$ cat src/rtl/addr_win_pkg.sv
package addr_win_pkg;
  localparam int NUM_WIN   = 5;
  localparam int ADDR_W    = 32;
  localparam int DATA_W    = 32;
  localparam int TGT_W     = 4;
  localparam int GRAN_W    = 16;
  localparam int REG_AW    = 8;
  localparam int TGT_LSB   = 4;
  localparam int PAGE_W    = ADDR_W - GRAN_W;
  localparam int WIN_IDX_W = $clog2(NUM_WIN);
  localparam int SLOT_W    = REG_AW - 4;

  typedef struct packed {
    logic              en;
    logic [TGT_W-1:0]  tgt;
    logic [PAGE_W-1:0] mask;
    logic [PAGE_W-1:0] base;
    logic [PAGE_W-1:0] remap;
  } win_cfg_t;
endpackage

$ cat src/rtl/addr_win_regs.sv
module addr_win_regs
  import addr_win_pkg::*;
(
  input  logic                        clk,
  input  logic                        rst_n,
  input  logic                        reg_en,
  input  logic                        reg_we,
  input  logic [REG_AW-1:0]           reg_addr,
  input  logic [DATA_W-1:0]           reg_wdata,
  output logic [DATA_W-1:0]           reg_rdata,
  output win_cfg_t [NUM_WIN-1:0]      cfg
);
  logic [SLOT_W-1:0] slot;
  logic [1:0]        fld;
  logic              mapped;

  assign slot   = reg_addr[REG_AW-1:4];
  assign fld    = reg_addr[3:2];
  assign mapped = (reg_addr[1:0] == 2'b00) && (slot < SLOT_W'(NUM_WIN));

  logic [DATA_W-1:0] ctrl_q  [NUM_WIN];
  logic [DATA_W-1:0] size_q  [NUM_WIN];
  logic [DATA_W-1:0] base_q  [NUM_WIN];
  logic [DATA_W-1:0] remap_q [NUM_WIN];

  for (genvar w = 0; w < NUM_WIN; w++) begin : g_win
    logic sel, ctrl_we, size_we, base_we, remap_we;

    always_comb begin
      sel      = reg_en && reg_we && mapped && (slot == SLOT_W'(w));
      ctrl_we  = sel && (fld == 2'd0);
      size_we  = sel && (fld == 2'd1);
      base_we  = sel && (fld == 2'd2);
      remap_we = sel && (fld == 2'd3);
    end

    always_ff @(posedge clk or negedge rst_n) begin
      if (!rst_n) begin
        ctrl_q[w]  <= '0;
        size_q[w]  <= '0;
        base_q[w]  <= '0;
        remap_q[w] <= '0;
      end else begin
        if (ctrl_we)  ctrl_q[w]  <= reg_wdata;
        if (size_we)  size_q[w]  <= reg_wdata;
        if (base_we)  base_q[w]  <= reg_wdata;
        if (remap_we) remap_q[w] <= reg_wdata;
      end
    end

    assign cfg[w].en    = ctrl_q[w][0];
    assign cfg[w].tgt   = ctrl_q[w][TGT_LSB +: TGT_W];
    assign cfg[w].mask  = size_q[w][PAGE_W-1:0];
    assign cfg[w].base  = base_q[w][PAGE_W-1:0];
    assign cfg[w].remap = remap_q[w][PAGE_W-1:0];
  end

  always_comb begin
    reg_rdata = '0;
    for (int w = 0; w < NUM_WIN; w++) begin
      if (mapped && (slot == SLOT_W'(w))) begin
        case (fld)
          2'd0:    reg_rdata = ctrl_q[w];
          2'd1:    reg_rdata = size_q[w];
          2'd2:    reg_rdata = base_q[w];
          default: reg_rdata = remap_q[w];
        endcase
      end
    end
  end

  AST_UNMAPPED_WRITE_IGNORED: assert property (@(posedge clk) disable iff (!rst_n)
    (reg_en && reg_we && !mapped) |=> $stable(cfg));
endmodule

$ cat src/rtl/addr_win_match.sv
module addr_win_match
  import addr_win_pkg::*;
(
  input  win_cfg_t [NUM_WIN-1:0]             cfg,
  input  logic [PAGE_W-1:0]                  page,
  output logic [NUM_WIN-1:0]                 hit,
  output logic [NUM_WIN-1:0][PAGE_W-1:0]     xlat_page
);
  for (genvar w = 0; w < NUM_WIN; w++) begin : g_cmp
    logic [PAGE_W-1:0] keep;
    assign keep         = ~cfg[w].mask;
    assign hit[w]       = cfg[w].en && ((page & keep) == (cfg[w].base & keep));
    assign xlat_page[w] = (page & cfg[w].mask) | (cfg[w].remap & keep);
  end
endmodule

$ cat src/rtl/addr_win_resolve.sv
module addr_win_resolve
  import addr_win_pkg::*;
(
  input  logic                               clk,
  input  logic                               rst_n,
  input  logic                               dec_valid,
  input  logic [ADDR_W-1:0]                  dec_addr,
  input  logic [NUM_WIN-1:0]                 hit,
  input  logic [NUM_WIN-1:0][PAGE_W-1:0]     xlat_page,
  input  win_cfg_t [NUM_WIN-1:0]             cfg,
  output logic                               out_valid,
  output logic                               out_hit,
  output logic                               out_miss,
  output logic [WIN_IDX_W-1:0]               out_win,
  output logic [TGT_W-1:0]                   out_tgt,
  output logic [ADDR_W-1:0]                  out_addr
);
  logic [NUM_WIN-1:0]   grant;
  logic [WIN_IDX_W-1:0] sel_idx;
  logic [TGT_W-1:0]     sel_tgt;
  logic [PAGE_W-1:0]    sel_page;
  logic                 any_hit;

  always_comb begin
    grant    = '0;
    sel_idx  = '0;
    sel_tgt  = '1;
    sel_page = '0;
    for (int w = NUM_WIN - 1; w >= 0; w--) begin
      if (hit[w]) begin
        grant    = '0;
        grant[w] = 1'b1;
        sel_idx  = WIN_IDX_W'(w);
        sel_tgt  = cfg[w].tgt;
        sel_page = xlat_page[w];
      end
    end
    any_hit = |hit;
  end

  logic                 valid_d, hit_d, miss_d;
  logic [WIN_IDX_W-1:0] win_d;
  logic [TGT_W-1:0]     tgt_d;
  logic [ADDR_W-1:0]    addr_d;

  always_comb begin
    valid_d = dec_valid;
    hit_d   = dec_valid && any_hit;
    miss_d  = dec_valid && !any_hit;
    win_d   = any_hit ? sel_idx : '0;
    tgt_d   = any_hit ? sel_tgt : '1;
    addr_d  = any_hit ? {sel_page, dec_addr[GRAN_W-1:0]} : dec_addr;
  end

  always_ff @(posedge clk or negedge rst_n) begin
    if (!rst_n) begin
      out_valid <= 1'b0;
      out_hit   <= 1'b0;
      out_miss  <= 1'b0;
      out_win   <= '0;
      out_tgt   <= '0;
      out_addr  <= '0;
    end else begin
      out_valid <= valid_d;
      out_hit   <= hit_d;
      out_miss  <= miss_d;
      if (dec_valid) begin
        out_win  <= win_d;
        out_tgt  <= tgt_d;
        out_addr <= addr_d;
      end
    end
  end

  AST_GRANT_ONEHOT: assert property (@(posedge clk) disable iff (!rst_n)
    $onehot0(grant));
  AST_HIT_MISS_EXCL: assert property (@(posedge clk) disable iff (!rst_n)
    !(out_hit && out_miss));
  AST_MISS_TGT: assert property (@(posedge clk) disable iff (!rst_n)
    out_miss |-> (out_tgt == '1));
  AST_LOW_BITS_KEPT: assert property (@(posedge clk) disable iff (!rst_n)
    dec_valid && any_hit |=> (out_addr[GRAN_W-1:0] == $past(dec_addr[GRAN_W-1:0])));
  AST_LATENCY_SET: assert property (@(posedge clk) disable iff (!rst_n)
    dec_valid |=> out_valid);
  AST_LATENCY_CLR: assert property (@(posedge clk) disable iff (!rst_n)
    !dec_valid |=> !out_valid && !out_hit && !out_miss);
endmodule

$ cat src/rtl/addr_win_decoder.sv
module addr_win_decoder
  import addr_win_pkg::*;
(
  input  logic                 clk,
  input  logic                 rst_n,
  input  logic                 reg_en,
  input  logic                 reg_we,
  input  logic [REG_AW-1:0]    reg_addr,
  input  logic [DATA_W-1:0]    reg_wdata,
  output logic [DATA_W-1:0]    reg_rdata,
  input  logic                 dec_valid,
  input  logic [ADDR_W-1:0]    dec_addr,
  output logic                 out_valid,
  output logic                 out_hit,
  output logic                 out_miss,
  output logic [WIN_IDX_W-1:0] out_win,
  output logic [TGT_W-1:0]     out_tgt,
  output logic [ADDR_W-1:0]    out_addr
);
  win_cfg_t [NUM_WIN-1:0]           cfg;
  logic [NUM_WIN-1:0]               hit;
  logic [NUM_WIN-1:0][PAGE_W-1:0]   xlat_page;

  addr_win_regs u_regs (
    .clk       (clk),
    .rst_n     (rst_n),
    .reg_en    (reg_en),
    .reg_we    (reg_we),
    .reg_addr  (reg_addr),
    .reg_wdata (reg_wdata),
    .reg_rdata (reg_rdata),
    .cfg       (cfg)
  );

  addr_win_match u_match (
    .cfg       (cfg),
    .page      (dec_addr[ADDR_W-1:GRAN_W]),
    .hit       (hit),
    .xlat_page (xlat_page)
  );

  addr_win_resolve u_resolve (
    .clk       (clk),
    .rst_n     (rst_n),
    .dec_valid (dec_valid),
    .dec_addr  (dec_addr),
    .hit       (hit),
    .xlat_page (xlat_page),
    .cfg       (cfg),
    .out_valid (out_valid),
    .out_hit   (out_hit),
    .out_miss  (out_miss),
    .out_win   (out_win),
    .out_tgt   (out_tgt),
    .out_addr  (out_addr)
  );
endmodule

$ cat config.mk
export PLATFORM = sky130hd
export DESIGN_NAME = addr_win_decoder
export DESIGN_NICKNAME = d
export VERILOG_FILES = /design/src/rtl/addr_win_pkg.sv /design/src/rtl/addr_win_regs.sv /design/src/rtl/addr_win_match.sv /design/src/rtl/addr_win_resolve.sv /design/src/rtl/addr_win_decoder.sv
export SDC_FILE = /design/constraint.sdc
export NUM_CORES = 1
export LEC_CHECK = 0
export BUFFER_PORTS_ARGS = -buffer_cell sky130_fd_sc_hd__buf_2
export CAP_MARGIN = 20
export CORE_UTILIZATION = 56
export DETAILED_ROUTE_END_ITERATION = 16
export PLACE_DENSITY = 0.76
export SLEW_MARGIN = 10
export SYNTH_ARGS = -nofsm -noshare
export SYNTH_HDL_FRONTEND = slang
export SYNTH_SLANG_ARGS = --single-unit
$ cat constraint.sdc
create_clock -name clk -period 2.1 [get_ports clk]
set_input_delay 0.105 -clock clk [delete_from_list [all_inputs] [get_ports clk]]
set_output_delay 0.105 -clock clk [all_outputs]
set_load 0.02 [all_outputs]
# Word-level counts from Yosys, hierarchy flattened
# Cells that the tools add are included.
[totals]
ff_bits = 682
latchBits = 0
mem_bits_rw = 0
rom_bits = 0
in_bits = 77
out_inout_bits = 74
elab_cells = 142
n_memories = 0
[classes]
addsub = 0
n_mul = 0
div = 0
order_cmp = 1
n_eq_ne = 12
n_shift = 0
mux = 28
bitwise = 30
reduce_logical = 45
[ops]
columns = ["operator", "n"]
rows = [
  ["case mux 32 bit (3 select lines)", 5],
  ["AND 16 bit", 20],
  ["two-way mux 32 bit", 6],
  ["equality test 16 bit", 5],
  ["two-way mux 16 bit", 5],
  ["NOT 16 bit", 5],
  ["bitwise OR 16 bit", 5],
  ["logical AND 1 bit", 40],
  ["two-way mux 4 bit", 6],
  ["two-way mux 3 bit", 6],
  ["equality test 4 x 2 -> 1 bit, second input constant", 2],
  ["OR reduction 5 bit", 1],
  ["equality test 2 bit, second input constant", 2],
  ["equality test 4 x 1 -> 1 bit, second input constant", 1],
  ["equality test 4 x 3 -> 1 bit, second input constant", 1],
  ["logical NOT 2 bit", 2],
  ["logical NOT 4 bit", 1],
  ["< comparator 4 x 3 -> 1 bit, second input constant", 1],
  ["equality test 2 x 1 -> 1 bit, second input constant", 1],
  ["logical NOT 1 bit", 1],
]

# Logic depth before layout (Yosys ltp)
# Gate-level depths: netlist of run 1.
[logic_depth]
depth_word = 10
depth_mapped = 12
mapped_depth_nobuf = 9

# By module
# From an unflattened synthesis of run 1, not the netlist that was laid out.
[unflattened]
hier_cells = 2573
hier_area_um2 = 35466.5
[by_module_without_submodules]
columns = ["module", "n_inst", "cells_each", "area_each_um2"]
rows = [
  ["addr_win_regs", 1, 2092, 30828.3],
  ["addr_win_resolve", 1, 241, 2521.2],
  ["addr_win_match", 1, 240, 2117.0],
]

# Least setup slack after synthesis of run 1
# OpenSTA, ideal clock, no wires.
[synth_path]
path_kind = "input to output"
start = "input port reg_addr[2]"
end = "output port reg_rdata[30]"
arrival_time_ps = 2060
slack_ps = -65
stages = 5
path_cell_list = "buf_2 -> buf_1 -> mux4_2 -> mux4_2 -> a22o_1"
[synth_between]
elab_chain_cells = 7
elab_cells_between_ends = 13
cone_classes = "eq/ne (2); mux (10); reduce/logical (1)"
[synth_rtl]
columns = ["element", "line", "rtl"]
rows = [
  ["start, declared", "addr_win_decoder.sv:8", "input logic [REG_AW-1:0] reg_addr,"],
  ["equality test 2 bit (tied with other cells)", "addr_win_regs.sv:62", "case (fld)"],
  ["case mux 32 bit (3 select lines)", "addr_win_regs.sv:62", ""],
  ["two-way mux 32 bit (4 in a row)", "addr_win_regs.sv:61", "if (mapped && (slot == SLOT_W'(w))) begin"],
  ["two-way mux 32 bit (*)", "addr_win_regs.sv:61", ""],
  ["end, declared", "addr_win_decoder.sv:10", "output logic [DATA_W-1:0] reg_rdata,"],
]
# Mark *: on every way between the ends. The rest lies on a longest branch, timed or not.

# Final worst setup path of run 1
[layout_path]
start = "register u_regs.size_q (netlist bit u_regs.cfg[148])"
end = "output port reg_rdata[10]"
[layout_between]
elab_chain_cells = 4
[layout_rtl]
columns = ["element", "line", "rtl"]
rows = [
  ["start, declared", "addr_win_regs.sv:22", "logic [DATA_W-1:0] size_q [NUM_WIN];"],
  ["start signal, assigned by index", "addr_win_regs.sv:45", "if (size_we) size_q[w] <= reg_wdata;"],
  ["case mux 32 bit (3 select lines)", "addr_win_regs.sv:62", ""],
  ["two-way mux 32 bit (3 in a row)", "addr_win_regs.sv:61", ""],
]
# Every way passes these cells.

==> flow_metrics.tcl, run 1 <==
set metrics [dict create \
    status "finished with violations" \
    violations "negative setup slack" \
    clk_pin_slew_ps 70 \
    cts_made_buffers 73 \
    finalCritPeriodShare_pct 126.2 \
    syn_nets 2333 \
    yosys.area_share.simple_pct 1.795 \
    utilization_pct 73.63 \
    fin_skew_ps 23.04 \
    clockBufferDepth 3 \
    synth-seq-cells 682 \
    synthXorXnorAreaFrac_pct 2.139 \
    gp_congestion 0.9623 \
    initial_core_util_pct 56.70 \
    p_leak_nw 21.06 \
    setup_viol 57 \
    die_y_um 246.5 \
    rsz0062_at_grt "yes" \
    wirelength_um 110700 \
    yosysSeqAreaShare_pct 51.00 \
    dieArea_sq_um 60740 \
    slew_headroom_pct 44.08 \
    antenna_found_initial 6 \
    fillers 3532 \
    fin_ws_ps -551.0 \
    grt_usage_pct 36.41 \
    io_pins 151 \
    vias 23985 \
    vdd_drop_max_v 0.0006848 \
    synthMuxAreaShare_pct 36.62 \
    via_per_inst 6.566 \
    timing.fmax_ghz 0.3772 \
    worstSetupEndpointType "output port" \
    crit_path_max_fanout 2 \
    yosysWarnings 0 \
    clock-sinks 682 \
    crit_required_ps 2000 \
    pwr_density_cell_nw_per_um2 706.3 \
    crit_type "reg -> out" \
    synth_top_flop_cell "dfrtp_1" \
    drt_iter0_drc 2433 \
    htreeDepth 3 \
    first_pass_iters 5 \
    tns_ps -18940 \
    timing_worst_slew_pin_value_ps 832.4 \
    min_period_ps 2651 \
    holdWs_ps 21.27 \
    port_buffers 150 \
    async_flop_share_pct 100.0 \
    drive_gt1_share_pct 63.02 \
    grt_pass1_vias 24703 \
    layout.nets 2898 \
    cts_tree "done" \
    startpoint_type "flip-flop" \
    hold_violations 0 \
    detail_route.wl_per_cell_um 30.30 \
    grt_first_pass_wirelength_um 161200 \
    post-place-ws_ps -766.7 \
    fp.dieW_um 246.5 \
    synth_cell_types 59 \
    drc_errors 0 \
    synth_edf_count 0 \
    synth_top_family_by_area "multiplexers" \
    syn_inst 2256 \
    grt_max_degree 82 \
    root_buffer "clkbuf_16" \
    drtAntennaViolNets 0 \
    hold_class "in -> reg" \
    rows 89 \
    post-dp-hpwl_um 70050 \
    core_area_sq_um 59020 \
    maxCapViolations 0 \
    insertion_delay_ps 620 \
    synth_compound_area_share_pct 5.182 \
    synth_fa_ha_area_share_pct 0 \
    syn_avg_cell_area_sq_um 14.83 \
    drv_slew 0 \
    grt-ovfl-total 0 \
    crit_arrival_ps 2550 \
    area_growth_pct 29.85 \
    synth_area_sq_um 33460 \
]
-- per-stage QoR --
stage	cells	instance area [sq um]	total power (W)
final	3653	43460	0.03069
after global routing	3653	43460	0.03147
after floorplan	2256	33470	0.01531
after global placement	3347	37900	0.01652
after CTS	3605	42450	0.03060
after detailed placement	3347	37900	0.01661
-- final cells by class --
| type | count | area [sq um] | area share [%] |
|---|---|---|---|
| Antenna cell | 3 | 7.507 | 0.01728 |
| Tap cell | 773 | 967.2 | 2.226 |
| Clock buffer | 104 | 2155 | 4.958 |
| Inverter | 8 | 38.79 | 0.08926 |
| Multi-Input combinational cell | 1343 | 16270 | 37.44 |
| Clock inverter | 27 | 441.7 | 1.016 |
| Sequential cell | 682 | 17070 | 39.28 |
| Timing Repair Buffer | 713 | 6505 | 14.97 |
-- sequential cells by signal, summed over array words and instances, names as in the netlist --
signal               cells
u_regs.cfg             265
u_regs.ctrl_q          135
u_regs.base_q           80
u_regs.remap_q          80
u_regs.size_q           80
u_resolve.out_addr      32
u_resolve.out_tgt        4
u_resolve.out_win        3
u_resolve.out_hit        1
u_resolve.out_miss       1
u_resolve.out_valid      1
-- path summary, 6_finish.rpt --
check                           cells past startpoint                           start                                 end  slack, ps
worst max register to register                     13     u_regs.cfg[126]$_DFFE_PN0P_  u_resolve.out_addr[27]$_DFFE_PN0P_       -480
max in group asynchronous                           4                           rst_n       u_regs.ctrl_q[41]$_DFFE_PN0P_       1070
worst min register to register                      1  u_regs.remap_q[92]$_DFFE_PN0P_      u_regs.remap_q[92]$_DFFE_PN0P_        490
worst min-delay path                                2                   reg_wdata[14]          u_regs.cfg[14]$_DFFE_PN0P_         20
min in group asynchronous                           2                           rst_n       u_regs.size_q[17]$_DFFE_PN0P_         40
worst max-delay path                                7     u_regs.cfg[148]$_DFFE_PN0P_                       reg_rdata[10]       -550
-- logic make-up (layout without fill, tap and decap cells) --
group           count (synthesis)  count (layout)
mux                           921             921
xor+xnor                       80              80
compound gates                233             233
other cells                     0               3
simple gates                  109             109
buf+inv                       231             852
flops                         682             682
-- worst max-delay path, stage by stage, from the launching register on --
cell and delay [ps]:
dfrtp_1 400, buf_6 130, mux4_2 480, mux2i_1 210, buf_4 190, o22ai_4 80
mux2_4 310, buf_6 140
-- power breakdown --
group,switching (W),internal [W]
Sequential,0.000283,0.0135
Combinational,0.00156,0.00138
Clock,0.00552,0.00841
Total,0.00736,0.0233
-- cell usage in the layout (no fill, tap or decap), types with 6 or more instances in the layout --
cell	instances
bufinv_16	10
mux2_1	22
clkbuf_16	75
dfrtp_1	679
mux2_2	691
o22ai_2	12
xnor2_1	55
a22oi_1	10
xnor2_2	18
o221a_1	6
o22ai_4	9
o22ai_1	24
nand2_2	16
a211o_1	9
clkinv_2	11
o21ai_0	32
xnor2_4	7
nor2b_1	9
mux4_2	171
buf_2	120
nor2_1	22
nand2_1	19
buf_12	64
mux2i_1	32
a21oi_2	9
buf_6	116
clkbuf_1	11
clkbuf_8	20
buf_4	365
o21ai_2	13
a221oi_4	6
a22o_1	26
dlygate4sd3_1	41
o21ai_1	9
-- metal layers --
layer | global-route usage (%) | wire length, um | vias to the layer above
met5 | 0 | 0 | -
met4 | 15.07 | 5009 | 0
met3 | 8.344 | 10730 | 334
met2 | 55.94 | 51600 | 1332
met1 | 50.15 | 43350 | 12681
li1 | - | - | 9638
-- what timing repair did --
action / 4_1_cts / 5_1_grt
hold buffers: 40 / 1
setup endpoints to repair: 57 / 57
hold endpoints to repair: 770 / 1
pin swaps: 36 / 74
cloned: 4 / 1
buffers inserted: 88 / 48
gates resized for setup: 185 / 133
-- synthesized netlist by cell type (7+ instances only) --
cell | count | area share (%)
buf_4 | 16 | 0.36
a211o_1 | 9 | 0.24
mux2_1 | 22 | 0.74
a221oi_1 | 7 | 0.18
buf_2 | 71 | 1.1
buf_1 | 36 | 0.40
a21oi_1 | 11 | 0.16
a221oi_2 | 9 | 0.40
mux2_2 | 695 | 23
a22o_1 | 28 | 0.73
mux4_2 | 171 | 12
dfrtp_1 | 682 | 51
buf_6 | 10 | 0.34
o21ai_0 | 48 | 0.72
mux2i_1 | 33 | 0.99
xnor2_1 | 78 | 2.0
o21ai_1 | 7 | 0.10
o22ai_1 | 45 | 0.84
a22oi_1 | 15 | 0.34
nor2b_1 | 9 | 0.17
clkbuf_1 | 89 | 1.0
nor2_1 | 22 | 0.25
nor3_1 | 7 | 0.10
nand2_1 | 35 | 0.39
Note: power is estimated with default switching activity, not from simulation.
==> inputs of run 2 (changes only) <==
- CORE_ASPECT_RATIO: unset -> 2
- CORE_MARGIN: unset -> 4
==> flow_metrics.tcl, run 2 (synthesized netlist as in run 1, its figures left out) <==
set metrics [dict create \
    status "finished with violations" \
    violations "negative hold slack, negative setup slack" \
    drc_errors 0 \
    timing_worst_slew_pin_value_ps 961.0 \
    vdd_drop_max_v 0.0006777 \
    drtAntennaViolNets 0 \
    wirelength_um 116300 \
    r2r-start "u_regs.cfg[189]$_DFFE_PN0P_" \
    mostFrequentLayoutCells "691 x mux2_2, 667 x dfrtp_1, 347 x buf_4" \
    core_area_sq_um 59120 \
    initial_core_util_pct 56.61 \
    post-place-ws_ps -864.5 \
    grt_first_pass_wirelength_um 169400 \
    htreeDepth 2 \
    clockBufferDepth 3 \
    largest_reg_flops 265 \
    antenna_found_initial 5 \
    fin_skew_ps 27.57 \
    pwr_density_cell_nw_per_um2 651.1 \
    setup_viol 57 \
    insertion_delay_ps 640 \
    clock-sinks 682 \
    min_period_ps 2654 \
    root_buffer "clkbuf_16" \
    holdWs_ps -8.543 \
    final_common_cell "mux2_2" \
    dpl_cell_area_sq_um 38140 \
    finalInstanceArea_sq_um 42730 \
    vias 23831 \
    r2r-end "u_resolve.out_addr[18]$_DFFE_PN0P_" \
    crit_required_ps 2000 \
    cts_tree "done" \
    io_pins 151 \
    cts_made_buffers 58 \
    post-dp-hpwl_um 76790 \
    port_buffers 150 \
    finalCritPeriodShare_pct 126.4 \
    clk_pin_slew_ps 70 \
    hold_violations 3 \
    drv_slew 0 \
    worstSetupEndpointType "output port" \
    grt_max_degree 87 \
    regToRegSetupSlack_ps -520 \
    via_per_inst 6.600 \
    hold_class "in -> async" \
    gp_congestion 0.9839 \
    fp.dieW_um 180.9 \
    p_leak_nw 20.62 \
    tns_ps -20710 \
    critPathCapture "reg_rdata[7]" \
    startpoint_type "flip-flop" \
    grt_usage_pct 35.71 \
    drive_gt1_share_pct 62.41 \
    crit_path_max_fanout 3 \
    grt-ovfl-total 0 \
    crit_type "reg -> out" \
    dieArea_sq_um 63970 \
    crit_arrival_ps 2550 \
    grt_pass1_vias 26097 \
    fin_ws_ps -553.5 \
    detail_route.wl_per_cell_um 32.22 \
    slew_headroom_pct 35.44 \
    maxCapViolations 0 \
    timing.fmax_ghz 0.3769 \
    first_pass_iters 6 \
    rsz0062_at_grt "yes" \
    area_growth_pct 27.69 \
    layout.nets 2868 \
    rows 126 \
    ff2ff_path_depth 14 \
    drt_iter0_drc 2352 \
    crit_start "u_regs.cfg[145]$_DFFE_PN0P_" \
    die_y_um 353.7 \
]
run 2: cell count changes in the layout (fill, tap and decap cells not counted), sizes merged, moves of 2 or more:
cell and change:
clkbuf -21, buf -15, bufinv -5, diode +4, bufbuf -2, dlygate4sd3 +2
run 2: per-stage QoR:
stage / power [W] / util (%) / instances
6_report: 0.02782 / 72.28 / 3611
5_1_grt: 0.02863 / 72.27 / 3609
4_1_cts: 0.02784 / 71.32 / 3583
3_5_place_dp: 0.01669 / 64.52 / 3348
3_3_place_gp: 0.01659 / 64.52 / 3348
2_1_floorplan: 0.01531 / - / 2256
run 2: worst min-delay path by stage:
stage                from  cells past startpoint                             end
detailed placement  rst_n                      1     u_regs.cfg[200]$_DFFE_PN0P_
CTS                 rst_n                      2     u_regs.cfg[168]$_DFFE_PN0P_
global route        rst_n                      2     u_regs.cfg[168]$_DFFE_PN0P_
finish              rst_n                      2     u_regs.cfg[168]$_DFFE_PN0P_
global placement    rst_n                      1     u_regs.cfg[200]$_DFFE_PN0P_
floorplan           rst_n                      0  u_regs.base_q[112]$_DFFE_PN0P_
run 2: per-layer routing:
layer | up-vias | GRT usage (%) | share of wire [%]
met4 | 0 | 29.96 | 10
met2 | 1327 | 59.43 | 49
li1 | 9584 | - | -
met5 | - | 0 | 0
met1 | 12389 | 39.60 | 33
met3 | 531 | 6.271 | 7.3
run 2: timing repair:
item	in CTS	in global routing
buffers inserted	88	22
cloned	3	1
hold endpoints to repair	766	0
resized for setup	232	82
pin swaps	64	52
hold buffers	43	0
endpoints found under the setup margin	57	57
run 2: power breakdown:
part	internal (W)	total (W)	switching, W
Clock	0.00609	0.0111	0.00497
Sequential	0.0135	0.0138	0.000275
Combinational	0.00138	0.00296	0.00158
Total	0.0210	0.0278	0.00683
run 2: cell type report:
cell class	count	area, sq um
Inverter	8	36.28
Multi-Input combinational cell	1343	16150
Timing Repair Buffer	698	6566
Tap cell	768	960.9
Sequential cell	682	17090
Antenna cell	7	17.52
Clock inverter	22	257.7
Fill cell	3734	16390
Clock buffer	83	1655
run 2: critical path, stage by stage, from the launching register on:
cell	delay [ps]
dfrtp_1	410
buf_4	160
mux4_2	450
mux4_2	510
a22o_1	240
buf_6	140
